[src/rtl/idata_pkg.sv]
package idata_pkg;
  localparam int unsigned ADDR_W = 8;
  localparam int unsigned DATA_W = 8;
  localparam int unsigned POS_W  = $clog2(DATA_W);
  localparam logic [ADDR_W-1:0] BIT_RAM_BASE = 8'h20;

  typedef enum logic [1:0] {
    ACC_DIRECT   = 2'd0,
    ACC_INDIRECT = 2'd1,
    ACC_WREG     = 2'd2,
    ACC_BIT      = 2'd3
  } acc_mode_e;

  typedef struct packed {
    logic              is_sfr;
    logic [ADDR_W-1:0] byte_addr;
    logic [POS_W-1:0]  bit_pos;
  } target_t;
endpackage

[src/rtl/idata_decode.sv]
module idata_decode
  import idata_pkg::*;
(
  input  acc_mode_e         mode_i,
  input  logic [ADDR_W-1:0] addr_i,
  input  logic [1:0]        bank_i,
  output target_t           tgt_o
);
  localparam int unsigned REG_W = 3;
  localparam int unsigned BIDX_W = ADDR_W - 1 - POS_W;

  always_comb begin
    tgt_o = '0;
    tgt_o.bit_pos = addr_i[POS_W-1:0];
    unique case (mode_i)
      ACC_DIRECT: begin
        tgt_o.is_sfr    = addr_i[ADDR_W-1];
        tgt_o.byte_addr = addr_i;
      end
      ACC_INDIRECT: begin
        tgt_o.byte_addr = addr_i;
      end
      ACC_WREG: begin
        tgt_o.byte_addr = {{(ADDR_W-REG_W-2){1'b0}}, bank_i, addr_i[REG_W-1:0]};
      end
      ACC_BIT: begin
        if (addr_i[ADDR_W-1]) begin
          tgt_o.is_sfr    = 1'b1;
          tgt_o.byte_addr = {addr_i[ADDR_W-1:POS_W], {POS_W{1'b0}}};
        end else begin
          tgt_o.byte_addr = BIT_RAM_BASE +
                            {{(ADDR_W-BIDX_W){1'b0}}, addr_i[ADDR_W-2:POS_W]};
        end
      end
      default: tgt_o = '0;
    endcase
  end
endmodule

[src/rtl/idata_ram.sv]
module idata_ram #(
  parameter int unsigned DEPTH  = 256,
  parameter int unsigned DATA_W = 8,
  localparam int unsigned AW    = $clog2(DEPTH)
) (
  input  logic              clk_i,
  input  logic              re_i,
  input  logic [AW-1:0]     raddr_i,
  output logic [DATA_W-1:0] rdata_o,
  input  logic              we_i,
  input  logic [AW-1:0]     waddr_i,
  input  logic [DATA_W-1:0] wdata_i
);
  logic [DATA_W-1:0] mem_q [DEPTH];

  always_ff @(posedge clk_i) begin
    if (we_i) mem_q[waddr_i] <= wdata_i;
  end

  always_ff @(posedge clk_i) begin
    if (re_i) rdata_o <= mem_q[raddr_i];
  end
endmodule

[src/rtl/idata_bit_merge.sv]
module idata_bit_merge #(
  parameter int unsigned DATA_W = 8,
  localparam int unsigned POS_W = $clog2(DATA_W)
) (
  input  logic [DATA_W-1:0] byte_i,
  input  logic [POS_W-1:0]  pos_i,
  input  logic              val_i,
  output logic [DATA_W-1:0] merged_o,
  output logic              bit_o
);
  for (genvar g = 0; g < DATA_W; g++) begin : g_bit
    assign merged_o[g] = (pos_i == POS_W'(g)) ? val_i : byte_i[g];
  end
  assign bit_o = byte_i[pos_i];
endmodule

[src/rtl/idata_access_unit.sv]
module idata_access_unit
  import idata_pkg::*;
(
  input  logic        clk_i,
  input  logic        rst_ni,
  input  logic        req_i,
  input  logic        we_i,
  input  logic [1:0]  mode_i,
  input  logic [7:0]  addr_i,
  input  logic [7:0]  wdata_i,
  input  logic [1:0]  psw_bank_i,
  output logic [7:0]  rdata_o,
  output logic        rvalid_o,
  output logic        busy_o,
  output logic [7:0]  sfr_addr_o,
  output logic        sfr_re_o,
  output logic        sfr_we_o,
  output logic [7:0]  sfr_wdata_o,
  input  logic [7:0]  sfr_rdata_i
);
  localparam int unsigned RAM_DEPTH = 1 << ADDR_W;

  acc_mode_e   mode;
  target_t     tgt;
  logic        acc, is_bit, is_rd;
  logic        wb_q, rvalid_q, rd_bit_q, sfr_sel_q, wval_q;
  target_t     tgt_q;
  logic [DATA_W-1:0] sfr_cap_q, ram_rdata, byte_q, merged;
  logic        sel_bit;
  logic        ram_re, ram_we;
  logic [ADDR_W-1:0] ram_waddr;
  logic [DATA_W-1:0] ram_wdata;

  assign mode   = acc_mode_e'(mode_i);
  assign acc    = req_i && !wb_q;          // requests during write-back are dropped
  assign is_bit = (mode == ACC_BIT);
  assign is_rd  = !we_i || is_bit;         // bit write needs the old byte

  idata_decode u_decode (
    .mode_i (mode),
    .addr_i (addr_i),
    .bank_i (psw_bank_i),
    .tgt_o  (tgt)
  );

  assign ram_re    = acc && is_rd && !tgt.is_sfr;
  assign ram_we    = (acc && we_i && !is_bit && !tgt.is_sfr) || (wb_q && !sfr_sel_q);
  assign ram_waddr = wb_q ? tgt_q.byte_addr : tgt.byte_addr;
  assign ram_wdata = wb_q ? merged : wdata_i;

  idata_ram #(.DEPTH(RAM_DEPTH), .DATA_W(DATA_W)) u_ram (
    .clk_i   (clk_i),
    .re_i    (ram_re),
    .raddr_i (tgt.byte_addr),
    .rdata_o (ram_rdata),
    .we_i    (ram_we),
    .waddr_i (ram_waddr),
    .wdata_i (ram_wdata)
  );

  assign byte_q = sfr_sel_q ? sfr_cap_q : ram_rdata;

  idata_bit_merge #(.DATA_W(DATA_W)) u_merge (
    .byte_i   (byte_q),
    .pos_i    (tgt_q.bit_pos),
    .val_i    (wval_q),
    .merged_o (merged),
    .bit_o    (sel_bit)
  );

  assign sfr_addr_o  = wb_q ? tgt_q.byte_addr : tgt.byte_addr;
  assign sfr_re_o    = acc && is_rd && tgt.is_sfr;
  assign sfr_we_o    = (acc && we_i && !is_bit && tgt.is_sfr) || (wb_q && sfr_sel_q);
  assign sfr_wdata_o = wb_q ? merged : wdata_i;

  always_ff @(posedge clk_i or negedge rst_ni) begin
    if (!rst_ni) begin
      wb_q      <= 1'b0;
      rvalid_q  <= 1'b0;
      rd_bit_q  <= 1'b0;
      sfr_sel_q <= 1'b0;
      wval_q    <= 1'b0;
      tgt_q     <= '0;
      sfr_cap_q <= '0;
    end else begin
      wb_q     <= acc && we_i && is_bit;
      rvalid_q <= acc && !we_i;
      if (acc) begin
        rd_bit_q  <= is_bit;
        sfr_sel_q <= tgt.is_sfr;
        wval_q    <= wdata_i[0];
        tgt_q     <= tgt;
      end
      if (sfr_re_o) sfr_cap_q <= sfr_rdata_i;
    end
  end

  assign busy_o   = wb_q;
  assign rvalid_o = rvalid_q;
  always_comb begin
    rdata_o = '0;
    if (rvalid_q) rdata_o = rd_bit_q ? {{(DATA_W-1){1'b0}}, sel_bit} : byte_q;
  end
endmodule

[config.mk]
export PLATFORM = sky130hd
export DESIGN_NAME = idata_access_unit
export DESIGN_NICKNAME = d
export VERILOG_FILES = /design/src/rtl/idata_pkg.sv /design/src/rtl/idata_decode.sv /design/src/rtl/idata_ram.sv /design/src/rtl/idata_bit_merge.sv /design/src/rtl/idata_access_unit.sv
export SDC_FILE = /design/constraint.sdc
export NUM_CORES = 2
export LEC_CHECK = 0
export BUFFER_PORTS_ARGS = -buffer_cell sky130_fd_sc_hd__buf_2
export CAP_MARGIN = 20
export CORE_MARGIN = 2
export CORE_UTILIZATION = 55
export CTS_CLUSTER_DIAMETER = 80
export DETAILED_ROUTE_END_ITERATION = 6
export PLACE_DENSITY = 0.71
export SLEW_MARGIN = 10
export SYNTH_ARGS = -nofsm -noshare
export SYNTH_HDL_FRONTEND = slang
export SYNTH_SLANG_ARGS = --single-unit
[constraint.sdc]
create_clock -name clk_i -period 16.5 [get_ports clk_i]
set_clock_uncertainty 0.2 [all_clocks]
set_input_delay 0.825 -clock clk_i [delete_from_list [all_inputs] [get_ports clk_i]]
set_output_delay 0.825 -clock clk_i [all_outputs]
set_load 0.005 [all_outputs]
* Word-level counts from Yosys, hierarchy flattened *
Memories as Yosys holds them, arrays and structs flattened. A register that Yosys moved wholly into a read port is not among the register bits.
Index checks and enable logic that the tools add are counted.

word-level totals
  flip-flop bits (word level) = 24
  memory bits (writable) = 2048
  word-level logic and storage cells = 65
  memories = 1

memory list
  memory       words  width  read ports  clocked after Yosys merged registers in  wr ports  RTL line         RTL
  u_ram.mem_q  256    8      1           1                                        1         idata_ram.sv:14  logic [DATA_W-1:0] mem_q [DEPTH];

cells by class
  add/sub/neg operators = 1
  magnitude comparators = 1
  eq/ne operators = 10
  muxes and demuxes = 21
  reductions and logical operators = 23

operator list
  cell                 number
  $mux 8               6
  $pmux 8 s3           1
  $eq 3x3->1 const B   4
  $logic_and 1x1->1    12
  $mux 1               12
  $add 6x4->7 const A  1
  $eq 3x2->1 const B   2
  $logic_not 1->1      5
  $eq 2x2->1 const B   2
  $lt 3x4->1 const B   1
  $bmux 1 s3           1
  $eq 3x1->1 const B   1
  $logic_not 3->1      1
  $logic_or 1x1->1     3
  $eq 2x1->1 const B   1
  $logic_not 2->1      1
  $pmux 1 s2           1
  $reduce_or 2->1      1

* Logic depth before layout (Yosys ltp) *
  depth after elaboration = 8
  mapped depth = 17
  gate-level depth less buffers = 11

* Cells and area by module *
Synthesis repeated with hierarchy kept, for this count alone.

unflattened totals
  cells, all modules = 3883
  area, all modules = 81361.8 um2

modules (own cells, without submodules)
  module             times used  cells an instance  area an instance (um2)
  idata_ram          1           3733               79636.4
  idata_access_unit  1           101                1305.0
  idata_bit_merge    1           22                 227.7
  idata_decode       1           27                 192.7

* Worst setup path after synthesis *
Ideal clock, no wire load.

  path type = flip-flop to flip-flop
  start point = reg sfr_sel_q
  end point = mem u_ram.mem_q[0][2] (data pin)
  library setup time = 2.207 ns
  data arrival time = 11.049 ns
  required time = 14.093 ns
  slack = 3.044 ns
  stages on the path, launching flop included = 5
  buffers on the path = 1
  clock period less this slack = 13.456 ns
  path through = dfrtp_1 -> clkbuf_1 -> mux2_2 -> mux2i_1 -> o21ai_0

on the way
  longest elaborated chain between the ends = 3

RTL lines
  element                   RTL line                 RTL
  start: declaration        idata_access_unit.sv:26  logic wb_q, rvalid_q, rd_bit_q, sfr_sel_q, wval_q;
  start signal: assignment  idata_access_unit.sv:90  sfr_sel_q <= tgt.is_sfr;
  $mux 8                    idata_access_unit.sv:61  assign byte_q = sfr_sel_q ? sfr_cap_q : ram_rdata;
  $mux 1                    idata_bit_merge.sv:12    assign merged_o[g] = (pos_i == POS_W'(g)) ? val_i : byte_i[g];
  $mux 8                    n/a
  via sfr_wdata_o[2]        idata_access_unit.sv:18  output logic [7:0] sfr_wdata_o,
  end: declaration          idata_ram.sv:14

The timed path passes the listed nets, and every way through them passes these cells.

* Final worst setup path *
  start point = in mode_i[1]
  end point = reg u_ram.rdata_o[4], read port of u_ram.mem_q (data pin)

on the way
  longest elaborated chain between the ends = 4

RTL lines
  element                                               RTL line                                     RTL
  start: declaration                                    idata_access_unit.sv:8                       input logic [1:0] mode_i,
  $eq 2x2->1 (*)                                        idata_access_unit.sv:36                      assign is_bit = (mode == ACC_BIT);
  via is_bit                                            idata_access_unit.sv:25                      logic acc, is_bit, is_rd;
  $pmux 1 s2 or $logic_or 1x1->1 (tied branches)        idata_decode.sv:15, idata_access_unit.sv:37
  $logic_not 1->1 or $logic_and 1x1->1 (tied branches)  idata_access_unit.sv:46                      assign ram_re = acc && is_rd && !tgt.is_sfr;
  $logic_and 1x1->1                                     idata_access_unit.sv:46
  end: declaration                                      idata_ram.sv:9                               output logic [DATA_W-1:0] rdata_o,

Mark *: on every way through the listed nets, which the timed path passes. The rest lies on a longest branch.
A chain may end at the register's enable or synchronous reset.

==> qor.csv <==
metric;value;unit
final instance area;92600;µm²
clock net sink count;2080;
largest net degree at the start of global routing;189;
worst hold start;wdata_i[0];
crit-path max cell delay;1.05;ns
CP startpoint kind;input port;
CP dominant cell by count;buf_4;
Synth Cell Area;84400;µm²
Placed Area;86100;µm²
GRT Overall Usage;28.6;%
maximum VDD drop;117;µV
IO buf count;59;
final setup violation count;0;
YS warnings;0;
Post-Syn Instances;5813;
layout cells sized above 1;10.1;%
R2R Setup Slk;11.86;ns
syn_nets;5848;
Rel. slew slack;11.2;%
Core Area;152000;µm²
Clock Latency Late Sink;0.84;ns
Power Dens Cells;123;nW/µm²
fill count;11081;
cells on worst reg2reg path;7;
Die W;396;µm
RR Startpoint;sfr_sel_q;
post-DR wirelength/cell;28.4;µm
first-pass GRT wire length;332000;µm
crit path DAT;7.44;ns
worst slew pin tran;1.30;ns
hold path depth;3;
Critical Path RT;16.83;ns
f_max;141;MHz
LEAKAGE;0.0312;µW
initial antenna violation count;4;
final hold vios;0;
commonest non-fill, non-tap cell in the layout;edfxtp_1;
Clk pin slew, worst setup/hold paths;0.06;ns
vias in the first global route;49322;
post-layout util;60.9;%
Hold Path End;wval_q;
RSZ-0062 raised after global routing;false;
Overflow after GRT;0;
kind of critical path;input port to register;
register bit total from synthesis;2080;
Final ANT Viol Nets;0;
total CTS buffers;199;
worst-path cell chain;buf_2 -> ha_1 -> nand2b_4 -> a22o_4 -> nand2_8 -> buf_4 -> buf_4 -> buf_12 -> mux2i_1 -> o221ai_1 -> a21oi_1 -> nor4_1 -> o41ai_1 -> nand4_1;
outcome;finished clean;
hold_buf cts;9;
distinct cell type count after synthesis;72;
Max Cap Viol;0;
via count;52182;
# nets final;5808;
Initial Utilization;55.5;%
Area Growth Syn to Fin;9.72;%
CTS H-tree depth;4;
hold crit path type;input port to register;
gpl congestion;0.884;
post_cts resized;0;
FFs w/ async S/R, synth;1.15;%
register area share after synthesis;73.9;%
final WL;227000;µm
Placed Cells incl. Taps;7589;
Final HPWL DP;130000;µm
Die H;396;µm
reg2reg end;u_ram.mem_q[67][5];
fin cells;7975;
CP max stage cell;o41ai_1;
worst-path maximum fanout;164;
Rows;143;
DRC viols;0;
postcts setup bufs;0;
syn avg cell area;14.5;µm²
Vias/cell;6.54;
CP Capture Type;register;
commonest cells after routing, fill and taps aside;2056 x edfxtp_1, 900 x nand2_1, 412 x mux2i_1, 396 x nand3_1, 375 x a21oi_1;
CTS root buffer;clkbuf_16;
Final min period;7.12;ns
Setup Total Neg Slack;0;ns
top_reg_cell synth;edfxtp_1;
CTS tree;yes;
Longest Clk Path Bufs;3;
DR pass1 iterations;6;
crit share post-route;43.1;%
I/O pin count;60;
max-slew violation total from the final report;0;
Post-synth EDFFs;2056;
Die Area;157000;µm²
DRT iter0 DRCs;7692;
synth_stat cells, types with 15 or more instances:
cell type  instances  area (µm²)
mux4_2            15         338
buf_6             34         383
nand3_1          396        1980
a211oi_1          59         443
buf_4             52         390
o41ai_1           23         201
a31oi_1           31         194
dfrtp_1           24         601
o221ai_1         158        1380
nand2_1          916        3440
mux2i_1          412        4120
and3_1            49         307
o22ai_1           31         194
edfxtp_1        2056       61700
o221a_2           32         360
a22oi_1           16         120
mux2_2            48         541
a21oi_1          375        1880
o21ai_0          109         546
nor4_1            87         544
clkbuf_1         150         563
a31o_2            32         280
a2111oi_0         50         438
o31ai_1           33         248
nor3_1            47         235
nor2_1           288        1080
buf_2            162         811
state kept, by name (all words and copies together), names as in the netlist:
register and flops:
busy_o 1, sfr_sel_q 1, tgt_q 11, wval_q 1, u_ram.mem_q 2048, sfr_cap_q 8, rvalid_o 1, u_ram.rdata_o 8
rd_bit_q 1
kinds of logic after synthesis:
family / share of synthesized area, %
AO/OA/AOI/OAI: 8.01
adder cells (fa/ha/maj): 0.0445
buffers and inverters: 2.67
flip-flops: 73.9
multiplexers: 5.97
AND/OR/NAND/NOR: 9.43
stage by stage:
| stage | hold WS [ns] | power (µW) | setup slack (ns) |
|---|---|---|---|
| after global placement | 0.261 | 6970 | 8.88 |
| after global routing | 0.0531 | 11700 | 9.15 |
| after detailed placement | 0.271 | 6980 | 8.75 |
| after floorplan | 0.249 | 6650 | 3.04 |
| final | 0.0590 | 11400 | 9.38 |
| after CTS | 0.00916 | 11400 | 9.62 |
where the power goes:
| part | total [µW] | internal, µW | switching [µW] |
|---|---|---|---|
| registers | 5870 | 5860 | 13.3 |
| logic | 1030 | 272 | 758 |
| clock network | 4500 | 2560 | 1940 |
| total | 11400 | 8680 | 2720 |
layer usage:
layer / up-vias / global-route usage (%) / part of all wire, %
met5: - / 0 / 0.0066
met4: 2 / 10.6 / 3.9
met3: 529 / 6.34 / 11
met2: 3224 / 43.8 / 46
met1: 26084 / 40.3 / 39
li1: 22343 / - / -
critical path, delay by kind of cell:
kind            cells  cell delay [ns]
fa+ha+maj           1             0.45
simple gates        4             1.18
compound gates      4             1.85
buf+inv             4             2.60
mux                 1             0.30
how the worst max path moves through the flow:
stage	startpoint	to	slack, ns	depth (start not counted)
2_1_floorplan	sfr_sel_q	u_ram.mem_q[0][2]	3.04	4
3_3_place_gp	mode_i[0]	u_ram.rdata_o[3]	8.88	14
3_5_place_dp	mode_i[0]	u_ram.rdata_o[3]	8.75	14
4_1_cts	mode_i[0]	u_ram.rdata_o[3]	9.62	14
5_1_grt	mode_i[0]	u_ram.rdata_o[4]	9.15	14
6_report	mode_i[1]	u_ram.rdata_o[4]	9.38	14
area by class of cell:
class | count | area, µm² | area share (%)
flip-flops and latches | 2080 | 62300 | 67.3
multi-input cells | 3310 | 20000 | 21.6
clock buffers | 248 | 5270 | 5.69
well taps | 2030 | 2540 | 2.74
repair buffers | 172 | 1280 | 1.39
clock inverters | 121 | 1100 | 1.19
inverters | 10 | 37.5 | 0.0405
diodes | 4 | 10.0 | 0.0108
Note: power is estimated with default switching activity, not from simulation.
